**src/rtl/busdec_pkg.sv**
```systemverilog
package busdec_pkg;

    localparam logic [1:0] TR_IDLE   = 2'b00;
    localparam logic [1:0] TR_BUSY   = 2'b01;
    localparam logic [1:0] TR_NONSEQ = 2'b10;
    localparam logic [1:0] TR_SEQ    = 2'b11;

    localparam logic [1:0] RS_OKAY   = 2'b00;
    localparam logic [1:0] RS_ERROR  = 2'b01;
    localparam logic [1:0] RS_RETRY  = 2'b10;
    localparam logic [1:0] RS_SPLIT  = 2'b11;

    typedef enum logic [1:0] {
        FB_READY    = 2'b00,
        FB_ERR_WAIT = 2'b01,
        FB_ERR_DONE = 2'b10
    } fb_state_e;

endpackage

```
**src/rtl/region_match.sv**
```systemverilog
module region_match #(
    parameter int unsigned AW   = 32,
    parameter int unsigned NREG = 3,
    parameter logic [NREG*AW-1:0] BASES = '0,
    parameter logic [NREG*AW-1:0] MASKS = '0,
    localparam int unsigned IDXW = $clog2(NREG + 1)
) (
    input  logic [AW-1:0]   addr,
    output logic [NREG:0]   sel,
    output logic [IDXW-1:0] idx
);

    logic [NREG-1:0] hit;

    // One comparator per window: clear the offset bits, then compare with the base.
    for (genvar g = 0; g < NREG; g++) begin : g_win
        assign hit[g] = ((addr & ~MASKS[g*AW +: AW]) == BASES[g*AW +: AW]);
    end

    // Bit 0 is the built-in responder; it takes any address no window claims.
    assign sel = {hit, ~|hit};

    always_comb begin
        idx = '0;
        for (int i = 0; i < NREG; i++) begin
            if (hit[i]) begin
                idx = IDXW'(i + 1);
            end
        end
    end

endmodule

```
**src/rtl/fallback_slave.sv**
```systemverilog
module fallback_slave
    import busdec_pkg::*;
(
    input  logic       clk,
    input  logic       rst_n,
    input  logic       sel,
    input  logic       bus_ready,
    input  logic [1:0] htrans,
    output logic       ready_out,
    output logic [1:0] resp_out
);

    fb_state_e state_q;
    fb_state_e state_d;
    logic      take_err;

    // An active transfer to the responder, accepted on this edge.
    assign take_err = sel && bus_ready && ((htrans == TR_NONSEQ) || (htrans == TR_SEQ));

    always_ff @(posedge clk or negedge rst_n) begin
        if (!rst_n) begin
            state_q <= FB_READY;
        end else begin
            state_q <= state_d;
        end
    end

    always_comb begin
        state_d = state_q;
        unique case (state_q)
            FB_READY:    state_d = take_err ? FB_ERR_WAIT : FB_READY;    // accept_err
            FB_ERR_WAIT: state_d = FB_ERR_DONE;                          // finish_err
            FB_ERR_DONE: state_d = take_err ? FB_ERR_WAIT : FB_READY;    // chain_err / release
            default:     state_d = FB_READY;
        endcase
    end

    always_comb begin
        ready_out = 1'b1;
        resp_out  = RS_OKAY;
        unique case (state_q)
            FB_READY: begin
                ready_out = 1'b1;
                resp_out  = RS_OKAY;
            end
            FB_ERR_WAIT: begin
                ready_out = 1'b0;
                resp_out  = RS_ERROR;
            end
            FB_ERR_DONE: begin
                ready_out = 1'b1;
                resp_out  = RS_ERROR;
            end
            default: begin
                ready_out = 1'b1;
                resp_out  = RS_OKAY;
            end
        endcase
    end

endmodule

```
**src/rtl/resp_mux.sv**
```systemverilog
module resp_mux #(
    parameter int unsigned DW   = 32,
    parameter int unsigned NREG = 3,
    localparam int unsigned IDXW = $clog2(NREG + 1)
) (
    input  logic              clk,
    input  logic              rst_n,
    input  logic              bus_ready,
    input  logic [IDXW-1:0]   addr_idx,
    input  logic [NREG*DW-1:0] slv_rdata,
    input  logic [NREG-1:0]   slv_ready,
    input  logic [NREG*2-1:0] slv_resp,
    input  logic              fb_ready,
    input  logic [1:0]        fb_resp,
    output logic [IDXW-1:0]   dp_idx,
    output logic [DW-1:0]     rdata,
    output logic              ready,
    output logic [1:0]        resp
);

    // The slave index moves into the data phase only on accepted edges.
    always_ff @(posedge clk or negedge rst_n) begin
        if (!rst_n) begin
            dp_idx <= '0;
        end else if (bus_ready) begin
            dp_idx <= addr_idx;
        end
    end

    // Index 0 is the responder, which returns zero read data.
    always_comb begin
        rdata = '0;
        ready = fb_ready;
        resp  = fb_resp;
        for (int i = 0; i < NREG; i++) begin
            if (dp_idx == IDXW'(i + 1)) begin
                rdata = slv_rdata[i*DW +: DW];
                ready = slv_ready[i];
                resp  = slv_resp[i*2 +: 2];
            end
        end
    end

endmodule

```
**src/rtl/bus_region_decoder.sv**
```systemverilog
module bus_region_decoder #(
    parameter int unsigned AW   = 32,
    parameter int unsigned DW   = 32,
    parameter int unsigned NREG = 3,
    parameter logic [NREG*AW-1:0] BASES = {32'hC000_0000, 32'h5000_0000, 32'h0000_0000},
    parameter logic [NREG*AW-1:0] MASKS = {32'h0FFF_FFFF, 32'h0000_FFFF, 32'h3FFF_FFFF}
) (
    input  logic               clk,
    input  logic               rst_n,
    input  logic [AW-1:0]      haddr,
    input  logic [1:0]         htrans,
    output logic [NREG:0]      hsel,
    input  logic [NREG*DW-1:0] slv_rdata,
    input  logic [NREG-1:0]    slv_ready,
    input  logic [NREG*2-1:0]  slv_resp,
    output logic [DW-1:0]      hrdata,
    output logic               hready,
    output logic [1:0]         hresp
);

    localparam int unsigned IDXW = $clog2(NREG + 1);

    logic [IDXW-1:0] addr_idx;
    logic [IDXW-1:0] dp_idx;
    logic            fb_ready;
    logic [1:0]      fb_resp;

    region_match #(
        .AW    (AW),
        .NREG  (NREG),
        .BASES (BASES),
        .MASKS (MASKS)
    ) u_match (
        .addr (haddr),
        .sel  (hsel),
        .idx  (addr_idx)
    );

    fallback_slave u_fallback (
        .clk       (clk),
        .rst_n     (rst_n),
        .sel       (hsel[0]),
        .bus_ready (hready),
        .htrans    (htrans),
        .ready_out (fb_ready),
        .resp_out  (fb_resp)
    );

    resp_mux #(
        .DW   (DW),
        .NREG (NREG)
    ) u_mux (
        .clk       (clk),
        .rst_n     (rst_n),
        .bus_ready (hready),
        .addr_idx  (addr_idx),
        .slv_rdata (slv_rdata),
        .slv_ready (slv_ready),
        .slv_resp  (slv_resp),
        .fb_ready  (fb_ready),
        .fb_resp   (fb_resp),
        .dp_idx    (dp_idx),
        .rdata     (hrdata),
        .ready     (hready),
        .resp      (hresp)
    );

endmodule

```
**config.mk**
```make
export PLATFORM = sky130hd
export DESIGN_NAME = bus_region_decoder
export DESIGN_NICKNAME = d
export VERILOG_FILES = /design/src/rtl/busdec_pkg.sv /design/src/rtl/region_match.sv /design/src/rtl/fallback_slave.sv /design/src/rtl/resp_mux.sv /design/src/rtl/bus_region_decoder.sv
export SDC_FILE = /design/constraint.sdc
export NUM_CORES = 1
export LEC_CHECK = 0
export BUFFER_PORTS_ARGS = -buffer_cell sky130_fd_sc_hd__buf_4
export CORE_AREA = 4 4 71 73
export DETAILED_ROUTE_END_ITERATION = 8
export DIE_AREA = 0 0 75 77
export PLACE_DENSITY = 0.77
export SLEW_MARGIN = 20
export SYNTH_ARGS = -nofsm -noshare
export SYNTH_HDL_FRONTEND = slang
export SYNTH_HIERARCHICAL = 1
export SYNTH_SLANG_ARGS = --single-unit
```
**constraint.sdc**
```tcl
create_clock -name clk -period 2.2 [get_ports clk]
set_input_delay 0.11 -clock clk [delete_from_list [all_inputs] [get_ports clk]]
set_output_delay 0.11 -clock clk [all_outputs]
set_load 0.02 [all_outputs]
```
==> results.tsv <==
metric	value	unit
dr.first_iter.drc_count	44	
yosysSeqAreaShare	7.890	%
drt-vias-per-instance	4.837	
yosysMostFrequentCell	a22o_1	
gp_congestion	0.6857	
multi_input_area	0.001037	sq mm
fillers	413	
synth_cells	109	
min_path_type	in -> reg	
synthSimpleGateAreaFrac	9.467	%
grt_util_met2	32.14	%
insertion_delay	0.22	ns
async_reset_ff_share	100.0	%
die_w	75	um
critPathMaxFanout	25	
synthMuxAreaShare	44.97	%
hold_viol	0	
avgSynthCellArea	11.64	sq um
fin_tns_setup	0	ns
power_density	590.5	mW/mm^2
cp_cell_sequence	buf_12 > mux4_1 > buf_4	
synth_top_family_by_area	multiplexers	
synth.area.top_cells	mux2_4 34%, a22o_1 22%, dfrtp_1 7.9%	
clock_sinks	4	
postCtsSetupRepairBufs	0	
grt_pass1_wl	7189	um
grt_max_degree	29	
period_needed	1.944	ns
power.leakage	0.001363	uW
synth_compound_area_share	22.09	%
cts-root-buf	clkbuf_8	
num_vias	1543	
htree_levels	1	
synth_cell_type_count	20	
grt_pass1_vias	1564	
worst-endpoint-arrival	1.83	ns
busiest_layer	met2	
fin_nets	414	
skew	0.004212	ns
wire_per_inst	15.65	um
cts_resized	0	
synth_edf_count	0	
synth_seq_cells	4	
ctsHoldBuffers	1	
max-cap-violations	0	
status	completed	
dp.final_hpwl	4220	um
yosysTopAreaCellShare	34.32	%
regArea	101.3	sq um
grt.overflow.total	0	
ant_nets	0	
netlist_area	0.001269	sq mm
critPathLaunchType	flip-flop	
crit_slowest_cell	dfrtp_2	
die_y	77	um
cts_made_buffers	3	
crit_path_max_incr_delay	0.60	ns
synth_top_area_cell	mux2_4	
use_met3	5.229	%
critical_path_class	reg -> out	
initial_core_util	29.14	%
synth-xor-area-share	0	%
wirelength	4991	um
peakVddDrop	355.1	uV
setup_violations	0	
die_area	0.005775	sq mm
post-route-period-util	88.37	%
synth_nets	255	
ios	180	
antenna_cells	0	
design_area	0.002541	sq mm
core_area	0.004354	sq mm
synthFlopType	dfrtp_1	
placed_area	0.002486	sq mm
use_met1	13.84	%
antenna_found_initial	0	
grt_usage	15.55	%
final_max_slew_viol_count	0	
route.detailed.drc	0	
rows	24	
cts_tree	done	
yosys_warnings	6	
rsz0062_at_grt	false	
drive_above_1_share	78.28	%
synth_common_cells	32 x a22o_1, 29 x mux2_4, 5 x buf_6, 5 x ha_1, 5 x mux2_2	
critPathCaptureType	output port	
syn2layout_area_growth	100.3	%
cts.path.max_buffers	2	
required	2.09	ns
fmax	0.5144	GHz
clkTransAtPathRegs	0.04	ns
dr.pass1.iters	4	
placement.io_buffers	162	
synth_adder_area_share	4.931	%
## sequential cells by signal, summed over array words and instances (netlist names)
| signal | cells |
|---|---|
| u_fallback/state_q | 2 |
| u_mux/dp_idx | 2 |
## worst max-delay path, delay by kind of cell, from the launching register on
kind	cells	cell delay [ns]
flip-flops	1	0.60
buffers and inverters	2	0.44
multiplexers	1	0.57
## cell families after synthesis
family,count (synthesis)
flops,4
compound gates,32
simple gates,14
fa+ha+maj,5
other cells,1
mux,37
buf+inv,16
## per-stage QoR
stage	hold WS, ns	setup WS, ns	total power (uW)	util (%)	cells
floorplan	-0.1856	0.4982	929.9	-	109
CTS	0.1960	0.2291	1522	58.36	319
global route	0.2141	0.1622	1597	58.36	319
detailed placement	-0.09019	0.4676	1347	57.10	314
global placement	-0.09145	0.4772	1333	57.10	314
finish	0.2083	0.2558	1501	58.36	319
## routing by layer
layer / share of wire, % / wire length [um]
met4: 0.42 / 21
met2: 56 / 2772
met5: 0 / 0
met1: 30 / 1502
met3: 14 / 694
## layout make-up
class | instances | share of cell area [%]
repair buffers | 167 | 50.42
multi-input cells | 89 | 40.82
flip-flops and latches | 4 | 3.988
well taps | 52 | 2.560
clock buffers | 4 | 1.773
inverters | 3 | 0.4431
## path summary, 6_finish.rpt
path,from,end,slack (ns),cells past startpoint
min reg2reg,u_fallback/state_q[0],u_fallback/state_q[1],0.61,1
max reg2reg,u_mux/dp_idx[0],u_mux/dp_idx[0],0.47,2
max,u_mux/dp_idx[0],hresp[1],0.26,3
min,htrans[1],u_fallback/state_q[0],0.21,3
min in group asynchronous,rst_n,u_mux/dp_idx[1],0.22,2
max in group asynchronous,rst_n,u_mux/dp_idx[0],1.87,2
## placed cells by master, fill, tap and decap left out, types with 2 or more instances in the layout
cell type and n:
buf_4 164, a22o_1 32, mux2_4 29, ha_1 5, mux2_2 5, nor2_1 4, clkbuf_8 3, inv_1 3
dfrtp_1 3, mux4_1 3, nor4b_2 2, nor4_1 2, or2_1 2, buf_12 2
## power breakdown
part	switching [uW]	leakage, uW	internal, uW
Clock	41.2	0.0000228	124
Combinational	502	0.00129	698
Sequential	45.6	0.0000516	90.6
Total	588	0.00136	912
Power figures use the tool's default switching activity.
